## config.mk

```make
export PLATFORM = sky130hd
export DESIGN_NAME = cyclic_autocorr
export DESIGN_NICKNAME = d
export VERILOG_FILES = /design/src/rtl/cyclic_autocorr_pkg.sv /design/src/rtl/cyclic_autocorr_ctrl.sv /design/src/rtl/cyclic_autocorr_dp.sv /design/src/rtl/cyclic_autocorr.sv
export SDC_FILE = /design/constraint.sdc
export NUM_CORES = 1
export LEC_CHECK = 0
export BUFFER_PORTS_ARGS = -buffer_cell sky130_fd_sc_hd__buf_2
export CAP_MARGIN = 20
export CORE_MARGIN = 2
export CORE_UTILIZATION = 33
export CTS_CLUSTER_DIAMETER = 80
export CTS_CLUSTER_SIZE = 30
export DETAILED_ROUTE_END_ITERATION = 10
export GPL_TIMING_DRIVEN = 1
export PLACE_DENSITY = 0.46
export SYNTH_ARGS = -nofsm -noshare
export SYNTH_HDL_FRONTEND = slang
export SYNTH_HIERARCHICAL = 1
export SYNTH_SLANG_ARGS = --single-unit
```

## constraint.sdc

```tcl
create_clock -name clk -period 5.12 [get_ports clk]
set_input_delay 1.024 -clock clk [delete_from_list [all_inputs] [get_ports clk]]
set_output_delay 1.024 -clock clk [all_outputs]
set_load 0.005 [all_outputs]
```

## src/rtl/cyclic_autocorr_pkg.sv

```systemverilog
package cyclic_autocorr_pkg;
  // Strobes from control to datapath, one cycle each
  typedef struct packed {
    logic ldClear;   // empty stored period
    logic ldWrite;   // append one bit
    logic startRun;  // copy period into the rotating register, clear accumulator
    logic accStep;   // accumulate one compared pair
    logic shiftEnd;  // last pair of the current shift: publish and rotate
    logic lastShift; // shiftEnd belongs to shift N-1
  } ctrlStrobes_t;
endpackage

```

## src/rtl/cyclic_autocorr_ctrl.sv

```systemverilog
module cyclic_autocorr_ctrl
  import cyclic_autocorr_pkg::*;
#(
  parameter int MAX_LEN = 63,
  parameter int LEN_W   = $clog2(MAX_LEN + 1)
) (
  input  logic             clk,
  input  logic             rstN,
  input  logic             seqClear,
  input  logic             seqWrite,
  input  logic             calcGo,
  input  logic [LEN_W-1:0] seqLen,
  output ctrlStrobes_t     strobes,
  output logic [LEN_W-1:0] idxCnt,
  output logic [LEN_W-1:0] shiftCnt,
  output logic             busy,
  output logic             done
);
  typedef enum logic {ST_IDLE, ST_RUN} ctrlState_t;
  ctrlState_t state;

  logic             lenNonZero;
  logic             goAccept;
  logic [LEN_W-1:0] lastIdx;
  logic             idxWrap;
  logic             shiftWrap;

  assign lenNonZero = (seqLen != '0);
  assign goAccept   = (state == ST_IDLE) && calcGo && lenNonZero;
  assign lastIdx    = seqLen - LEN_W'(1);
  assign idxWrap    = (idxCnt == lastIdx);
  assign shiftWrap  = (shiftCnt == lastIdx);
  assign busy       = (state == ST_RUN);

  always_comb begin
    strobes           = '0;
    strobes.startRun  = goAccept;
    strobes.ldClear   = (state == ST_IDLE) && !calcGo && seqClear;
    strobes.ldWrite   = (state == ST_IDLE) && !calcGo && !seqClear && seqWrite;
    strobes.accStep   = (state == ST_RUN);
    strobes.shiftEnd  = (state == ST_RUN) && idxWrap;
    strobes.lastShift = (state == ST_RUN) && idxWrap && shiftWrap;
  end

  always_ff @(posedge clk or negedge rstN) begin
    if (!rstN) begin
      state    <= ST_IDLE;
      idxCnt   <= '0;
      shiftCnt <= '0;
      done     <= 1'b0;
    end else begin
      case (state)
        ST_IDLE: begin
          if (goAccept) begin
            state    <= ST_RUN;
            idxCnt   <= '0;
            shiftCnt <= '0;
            done     <= 1'b0;
          end else if (strobes.ldClear) begin
            done <= 1'b0;
          end
        end
        default: begin
          if (idxWrap) begin
            idxCnt <= '0;
            if (shiftWrap) begin
              state    <= ST_IDLE;
              shiftCnt <= '0;
              done     <= 1'b1;
            end else begin
              shiftCnt <= shiftCnt + LEN_W'(1);
            end
          end else begin
            idxCnt <= idxCnt + LEN_W'(1);
          end
        end
      endcase
    end
  end

  // counters never leave the active period while running
  p_counter_bound_r3: assert property (@(posedge clk) disable iff (!rstN)
    busy |-> (idxCnt < seqLen) && (shiftCnt < seqLen));

  // a start with nothing stored leaves the engine idle
  p_empty_go_r9: assert property (@(posedge clk) disable iff (!rstN)
    (!busy && calcGo && seqLen == '0) |=> !busy);

  // done only rises out of a run
  p_done_from_run_r5: assert property (@(posedge clk) disable iff (!rstN)
    $rose(done) |-> $past(busy));
endmodule

```

## src/rtl/cyclic_autocorr_dp.sv

```systemverilog
module cyclic_autocorr_dp
  import cyclic_autocorr_pkg::*;
#(
  parameter int MAX_LEN = 63,
  parameter int LEN_W   = $clog2(MAX_LEN + 1),
  parameter int ACC_W   = LEN_W + 1
) (
  input  logic                    clk,
  input  logic                    rstN,
  input  ctrlStrobes_t            strobes,
  input  logic                    seqBit,
  input  logic [LEN_W-1:0]        idxCnt,
  input  logic [LEN_W-1:0]        shiftCnt,
  input  logic                    busy,
  output logic [LEN_W-1:0]        seqLen,
  output logic                    resValid,
  output logic [LEN_W-1:0]        resShift,
  output logic signed [ACC_W-1:0] resValue,
  output logic                    idealOk
);
  logic [MAX_LEN-1:0]      memBits;
  logic [MAX_LEN-1:0]      rotBits;
  logic [MAX_LEN-1:0]      rotNext;
  logic signed [ACC_W-1:0] accVal;
  logic signed [ACC_W-1:0] stepVal;
  logic signed [ACC_W-1:0] sumVal;
  logic signed [ACC_W-1:0] expectVal;
  logic signed [ACC_W-1:0] lenSigned;
  logic                    pairEqual;
  logic                    isFull;

  assign isFull    = (seqLen == LEN_W'(MAX_LEN));
  assign lenSigned = $signed({1'b0, seqLen});

  // XNOR of the compared pair: +1 when equal, -1 when different
  assign pairEqual = ~(memBits[idxCnt] ^ rotBits[idxCnt]);
  assign stepVal   = pairEqual ? ACC_W'(1) : '1;
  assign sumVal    = accVal + stepVal;
  assign expectVal = (shiftCnt == '0) ? lenSigned : '1;

  // Left rotation by one inside the active length; element 0 moves to N-1
  for (genvar j = 0; j < MAX_LEN; j++) begin : g_rot
    if (j == MAX_LEN - 1) begin : g_top
      assign rotNext[j] = (seqLen == LEN_W'(j + 1)) ? rotBits[0] : 1'b0;
    end else begin : g_mid
      assign rotNext[j] = (seqLen == LEN_W'(j + 1)) ? rotBits[0] : rotBits[j+1];
    end
  end

  // Period storage and write pointer
  always_ff @(posedge clk or negedge rstN) begin
    if (!rstN) begin
      memBits <= '0;
      seqLen  <= '0;
    end else if (strobes.ldClear) begin
      seqLen <= '0;
    end else if (strobes.ldWrite && !isFull) begin
      memBits[seqLen] <= seqBit;
      seqLen          <= seqLen + LEN_W'(1);
    end
  end

  // Rotating copy, accumulator, result register and profile tracking
  always_ff @(posedge clk or negedge rstN) begin
    if (!rstN) begin
      rotBits  <= '0;
      accVal   <= '0;
      resValid <= 1'b0;
      resShift <= '0;
      resValue <= '0;
      idealOk  <= 1'b0;
    end else begin
      resValid <= 1'b0;
      if (strobes.startRun) begin
        rotBits <= memBits;
        accVal  <= '0;
        idealOk <= 1'b1;
      end else if (strobes.ldClear) begin
        idealOk <= 1'b0;
      end else if (strobes.shiftEnd) begin
        rotBits  <= rotNext;
        accVal   <= '0;
        resValid <= 1'b1;
        resShift <= shiftCnt;
        resValue <= sumVal;
        if (sumVal != expectVal) idealOk <= 1'b0;
      end else if (strobes.accStep) begin
        accVal <= sumVal;
      end
    end
  end

  // stored period and length are frozen during a run
  p_mem_frozen_r8: assert property (@(posedge clk) disable iff (!rstN)
    busy |=> $stable(memBits) && $stable(seqLen));

  // a partial sum never exceeds the number of pairs in magnitude
  p_acc_bound_r2: assert property (@(posedge clk) disable iff (!rstN)
    busy |-> (accVal <= lenSigned) && (accVal >= -lenSigned));

  // zero shift always yields the period length
  p_zero_peak_r4: assert property (@(posedge clk) disable iff (!rstN)
    (resValid && resShift == '0) |-> (resValue == lenSigned));

  // length never passes capacity
  p_len_cap_r7: assert property (@(posedge clk) disable iff (!rstN)
    seqLen <= LEN_W'(MAX_LEN));
endmodule

```

## src/rtl/cyclic_autocorr.sv

```systemverilog
module cyclic_autocorr
  import cyclic_autocorr_pkg::*;
#(
  parameter int MAX_LEN = 63,
  parameter int LEN_W   = $clog2(MAX_LEN + 1),
  parameter int ACC_W   = LEN_W + 1
) (
  input  logic                    clk,
  input  logic                    rstN,
  input  logic                    seqClear,
  input  logic                    seqWrite,
  input  logic                    seqBit,
  input  logic                    calcGo,
  output logic                    busy,
  output logic                    resValid,
  output logic [LEN_W-1:0]        resShift,
  output logic signed [ACC_W-1:0] resValue,
  output logic                    done,
  output logic                    idealFlag
);
  ctrlStrobes_t     strobes;
  logic [LEN_W-1:0] seqLen;
  logic [LEN_W-1:0] idxCnt;
  logic [LEN_W-1:0] shiftCnt;
  logic             idealOk;

  cyclic_autocorr_ctrl #(.MAX_LEN(MAX_LEN), .LEN_W(LEN_W)) u_ctrl (
    .clk      (clk),
    .rstN     (rstN),
    .seqClear (seqClear),
    .seqWrite (seqWrite),
    .calcGo   (calcGo),
    .seqLen   (seqLen),
    .strobes  (strobes),
    .idxCnt   (idxCnt),
    .shiftCnt (shiftCnt),
    .busy     (busy),
    .done     (done)
  );

  cyclic_autocorr_dp #(.MAX_LEN(MAX_LEN), .LEN_W(LEN_W), .ACC_W(ACC_W)) u_dp (
    .clk      (clk),
    .rstN     (rstN),
    .strobes  (strobes),
    .seqBit   (seqBit),
    .idxCnt   (idxCnt),
    .shiftCnt (shiftCnt),
    .busy     (busy),
    .seqLen   (seqLen),
    .resValid (resValid),
    .resShift (resShift),
    .resValue (resValue),
    .idealOk  (idealOk)
  );

  assign idealFlag = done && idealOk;

  // done rises together with the final shift's result
  p_done_last_r5: assert property (@(posedge clk) disable iff (!rstN)
    $rose(done) |-> resValid && (resShift == seqLen - LEN_W'(1)));

  // the ideal flag is only ever shown with done
  p_ideal_with_done_r6: assert property (@(posedge clk) disable iff (!rstN)
    idealFlag |-> done);

  // no result leaves outside a run's last cycle window
  p_valid_from_run_r3: assert property (@(posedge clk) disable iff (!rstN)
    resValid |-> $past(busy));
endmodule

```

Word-level counts from Yosys, hierarchy flattened
Cells that the tools add are included.
{"block": "op_classes", "n_mul": 0, "div": 0, "n_addsub": 5, "n_bitwise": 4, "shifts": 0, "n_eq_ne": 70, "order_cmp": 3, "reduce_logical": 30, "muxes": 103}
{"operator": "== test 6 bit (second input constant)", "n": 32}
{"operator": "two-way mux 63 bit", "n": 3}
{"operator": "== test 6 x 5 -> 1 bit (second input constant)", "n": 16}
{"operator": "two-way mux 1 bit", "n": 82}
{"operator": "bitwise mux 63 bit", "n": 1}
{"operator": "== test 6 x 4 -> 1 bit (second input constant)", "n": 8}
{"operator": "two-way mux 6 bit", "n": 8}
{"operator": "two-way mux 7 bit", "n": 6}
{"operator": "== test 6 x 3 -> 1 bit (second input constant)", "n": 4}
{"operator": "adder 6 x 1 -> 6 bit (second input constant)", "n": 3}
{"operator": "less-than comparator 6 x 7 -> 1 bit (second input constant)", "n": 2}
{"operator": "binary-select mux 1 bit (select 6 bit)", "n": 2}
{"operator": "== test 6 x 2 -> 1 bit (second input constant)", "n": 2}
{"operator": "== test 6 bit", "n": 2}
{"operator": "nonzero test 3 bit", "n": 4}
{"operator": "logical AND 1 bit", "n": 10}
{"operator": "AND reduction 2 bit", "n": 5}
{"operator": "AND reduction 3 bit", "n": 3}
{"operator": "adder 7 bit", "n": 1}
{"operator": "!= test 7 bit", "n": 1}
{"operator": "demux 1 bit (select 6 bit)", "n": 1}
{"operator": "== test 6 x 1 -> 1 bit (second input constant)", "n": 1}
{"operator": ">= comparator 6 x 1 -> 1 bit (second input constant)", "n": 1}
{"operator": "zero test 6 bit", "n": 1}
{"operator": "8 further kinds", "n": 16}
{"block": "totals", "latchBits": 0, "regBits": 168, "ram_bits": 0, "out_inout_bits": 17, "elab_cells": 228, "romBits": 0, "inputBits": 6, "n_memories": 0}

Longest topological paths before layout
{"block": "logic_depth", "depth_word": 10, "depth_mapped": 19, "ltp_nobuf": 16}

Modules after synthesis
Netlist, hierarchy kept.
{"mod": "cyclic_autocorr_dp", "area_each_um2": 9311.4, "cells_per_inst": 1028, "n_inst": 1, "seq_area_each_um2": 3853.7}
{"mod": "cyclic_autocorr_ctrl", "area_each_um2": 1118.6, "cells_per_inst": 124, "n_inst": 1, "seq_area_each_um2": 350.3}
{"mod": "cyclic_autocorr", "area_each_um2": 6.3, "cells_per_inst": 1, "n_inst": 1, "seq_area_each_um2": 0.0}

Worst setup path before layout
No wires, ideal clock.
{"block": "synth_path", "path_kind": "register -> register", "from": "register u_ctrl.idxCnt[0]", "to": "register u_dp.idealOk", "required_ps": 5040, "path_buffers": 2, "path_slack_ps": 818, "arrival_time_ps": 4222, "period_less_slack_ps": 4302, "setup_time_ps": 80, "stages_incl_launch_ff": 18, "path_cell_list": "dfrtp_1 -> buf_6 -> buf_6 -> mux4_2 -> a22oi_1 -> nand3_1 -> nand2_1 -> a41oi_2 -> xnor2_1 -> inv_1 -> fa_1 -> nor2b_1 -> a31oi_1 -> o22a_1 -> o21ai_0 -> nand4_1 -> or4b_2 -> o211ai_2"}
{"block": "synth_between", "elab_chain_len": 8, "elab_cells_between_ends": 13, "classes_between": "1 x add/sub; 2 x eq/ne; 5 x mux; 1 x bitwise; 4 x reduce/logical"}
{"element": "start: declaration", "line_no": "cyclic_autocorr_ctrl.sv:14", "text": "output logic [LEN_W-1:0] idxCnt,"}
{"element": "start signal: assignment", "line_no": "cyclic_autocorr_ctrl.sv:74", "text": "idxCnt <= idxCnt + LEN_W'(1);"}
{"element": "binary-select mux 1 bit (select 6 bit)", "line_no": "cyclic_autocorr_dp.sv:36", "text": "assign pairEqual = ~(memBits[idxCnt] ^ rotBits[idxCnt]);"}
{"element": "two-way mux 1 bit (not written as such)", "line_no": "cyclic_autocorr_dp.sv:36"}
{"element": "XOR 1 bit", "line_no": "cyclic_autocorr_dp.sv:36"}
{"element": "two-way mux 7 bit", "line_no": "cyclic_autocorr_dp.sv:37", "text": "assign stepVal = pairEqual ? ACC_W'(1) : '1;"}
{"element": "adder 7 bit", "line_no": "cyclic_autocorr_dp.sv:38", "text": "assign sumVal = accVal + stepVal;"}
{"element": "!= test 7 bit", "line_no": "cyclic_autocorr_dp.sv:86", "text": "if (sumVal != expectVal) idealOk <= 1'b0;"}
{"element": "nonzero test 3 bit (no source line)"}
{"element": "AND reduction 2 bit (no source line) *"}
{"element": "end signal: assignment", "line_no": "cyclic_autocorr_dp.sv:77", "text": "idealOk <= 1'b1;"}
{"element": "end signal: assignment", "line_no": "cyclic_autocorr_dp.sv:79", "text": "idealOk <= 1'b0;"}
{"element": "end signal: assignment", "line_no": "cyclic_autocorr_dp.sv:86"}
{"element": "end: declaration", "line_no": "cyclic_autocorr_dp.sv:19", "text": "output logic idealOk"}
Every way passes the cells marked *; elsewhere a longest branch is shown, timed or not. The select of a mux whose other input is x is not followed.
A chain may end at the register's enable or synchronous reset.

Worst setup path after layout
Same ends and word-level chain as after synthesis.

==> results.yml <==
status:
  status: "completed"
critical_path:
  worst_setup_path_end_kind: "flip-flop"
  required_ns: 5.49
  cp-start-kind: "flip-flop"
  path_class: "flip-flop to flip-flop"
  worstPathMaxFanout: 16
  arrival_ns: 5.13
floorplanning:
  dieArea_um2: 33100
  ioPinCount: 23
  design.core.area_um2: 31300
  fp-row-count: 65
  chipWidth_um: 182
  die_h_um: 182
  start_util: 0.333
timing:
  setup_viol: 0
  fin_crit_sh: 0.931
  worstMarginPinSlew_ns: 1.00
  setup_tns_ns: 0
  fin_ws_ns: 0.355
  finalHoldViolations: 0
  fin_skew_ns: 0.0166
  slew_violations: 0
  grt_setup_unrepaired: "false"
  period_needed_ns: 4.77
  slew_headroom: 0.327
  timing.fmax_ghz: 0.210
placed_design:
  post_dp_cell_area_um2: 11000
  io_buffers: 22
  preCtsSetupSlack_ns: 0.400
  routabilityCongestion: 0.908
  hpwl_um: 23600
detailed_routing:
  drtPass1Iterations: 7
  num_vias: 8901
  antenna_left: 0
  vias_per_cell: 5.75
  drt_iter0_drc: 752
  drt-total-wl_um: 35000
  drt_drc_violations_left: 0
  routedWlPerCell_um: 22.6
logic_synthesis:
  netlist_area_um2: 10400
  synth-seq-cells: 168
  ys_seq_area_frac: 0.403
  syn_avg_cell_area_um2: 9.05
  synthCells: 1153
  ys_types: 70
  synthTopCellsByCount: "nand2_1, dfrtp_1, o21ai_0"
  synth_top_area_cell: "dfrtp_1"
  async_flop_share: 1.00
  synth-edff-count: 0
  synth_top_area_frac: 0.403
  syn-num-nets: 1175
  yosysWarnings: 6
  synthFlopType: "dfrtp_1"
  synth.most_common_cell: "nand2_1"
  synth_area_leaders: "dfrtp_1, mux2_2, o21ai_0, nand2_1, a21oi_1"
cts:
  cts_buffers: 17
  cts_tree: "built"
  post_cts_resized: 0
  clock-sinks: 168
  worstSkewPairLatency_ns: 0.45
  post_cts_buffers: 0
  cts_buffer_depth: 2
  cts_hold_buf: 0
  path_clk_slew_ns: 0.08
  cts_max_level: 4
  cts-root-buf: "clkbuf_16"
layout:
  drive_gt1_frac: 0.176
  nNetsFinal: 1156
  antenna_cells: 0
  areaGrowthSynthToFinish_pct: 11.5
  final_area_um2: 11600
  fill_cells: 3210
grt:
  grt_max_degree: 137
  grt_pass1_vias: 8561
  grt_usage: 0.215
  grt_pass1_wl_um: 53700
  antenna_found_initial: 0
  grt_overflow: 0
power_and_ir_drop:
  finalPower_uw: 5500
  power_density_nw_per_um2: 473
  vdd_drop_max_uv: 386
  p_leak_uw: 0.00473
job:
  drv_cap: 0
worst_hold_path:
  hold_class: "flip-flop to flip-flop"
## worst max-delay path: stages (launching register included)
cell and delay, ns:
dfrtp_2 0.64, buf_12 0.23, mux4_1 0.57, o211ai_1 0.23, a22oi_1 0.15, o2111ai_2 0.33, xnor2_1 0.22, inv_1 0.09
fa_1 0.59, nor2b_1 0.20, a31oi_1 0.11, o22a_1 0.19, o21ai_0 0.16, nand4_1 0.13, or4b_2 0.66, o211ai_2 0.15
## state kept, by name, indices dropped and copies added (netlist names), 6 cells and up
| register | count |
|---|---|
| u_ctrl/idxCnt | 6 |
| u_ctrl/shiftCnt | 6 |
| u_dp/accVal | 7 |
| u_dp/memBits | 63 |
| u_dp/resShift | 6 |
| u_dp/resValue | 7 |
| u_dp/rotBits | 63 |
| u_dp/seqLen | 6 |
## path summary, 6_finish.rpt
check,startpoint,end,slack (ns),cells after the start
max in group asynchronous,rstN,u_dp/memBits[22]$_DFFE_PN0P_,3.54,2
min in group asynchronous,rstN,u_dp/resValue[0]$_DFFE_PN0P_,0.61,1
worst min-delay path,u_dp/resShift[4]$_DFFE_PN0P_,u_dp/resShift[4]$_DFFE_PN0P_,0.47,2
worst min register to register,u_dp/resShift[4]$_DFFE_PN0P_,u_dp/resShift[4]$_DFFE_PN0P_,0.47,2
worst max-delay path,u_ctrl/idxCnt[0]$_DFFE_PN0P_,u_dp/idealOk$_DFFE_PN0P_,0.35,15
worst max register to register,u_ctrl/idxCnt[0]$_DFFE_PN0P_,u_dp/idealOk$_DFFE_PN0P_,0.35,15
## area by class of cell
type	instances	area (um^2)	share of cell area
Clock inverter	14	208	0.0179
Multi-Input combinational cell	873	5780	0.497
Timing Repair Buffer	54	419	0.0360
Inverter	20	76.3	0.00656
Clock buffer	18	439	0.0377
Tap cell	402	503	0.0432
Sequential cell	168	4210	0.362
## placed cells by master (no fill, tap or decap), drive strengths merged, types with 16 or more instances in the layout
cell	synthesis	routed
nor2	92	92
dfrtp	168	168
inv	20	26
mux2	68	68
o311ai	16	16
nor3	18	18
clkbuf	70	18
mux2i	24	24
nand2	169	169
nand3	26	26
o21ai	147	147
mux4	25	25
nand4	38	38
a21oi	101	101
buf	22	54
## metrics by stage
| stage | utilization | hold slack [ns] | instances |
|---|---|---|---|
| after floorplan | - | 0.458 | 1153 |
| after global placement | 0.350 | 0.454 | 1516 |
| after detailed placement | 0.350 | 0.461 | 1516 |
| after CTS | 0.371 | 0.478 | 1548 |
| after global routing | 0.372 | 0.502 | 1549 |
| final | 0.372 | 0.470 | 1549 |
## routing by layer
| metal | routed length [um] | part of all wire | vias to the layer above | GRT usage |
|---|---|---|---|---|
| met4 | 833 | 0.024 | 0 | 0.0745 |
| met3 | 1320 | 0.038 | 44 | 0.0267 |
| met5 | 0 | 0 | - | 0 |
| met2 | 16600 | 0.48 | 255 | 0.350 |
| met1 | 16200 | 0.46 | 4487 | 0.296 |
| li1 | - | - | 4115 | - |
## kinds of logic after synthesis
| logic type | after synthesis | share of synthesized area |
|---|---|---|
| AND/OR/NAND/NOR | 397 | 0.176 |
| buffers and inverters | 112 | 0.0446 |
| XOR/XNOR | 27 | 0.0261 |
| adder cells (fa/ha/maj) | 16 | 0.0199 |
| flip-flops | 168 | 0.403 |
| multiplexers | 117 | 0.153 |
| AO/OA/AOI/OAI | 316 | 0.178 |
## report_power, final
| part | switching [uW] | internal (uW) |
|---|---|---|
| clock network | 621 | 846 |
| registers | 269 | 1540 |
| logic | 1190 | 1040 |
| total | 2080 | 3420 |
No activity file was read; power rests on OpenSTA's default activity.
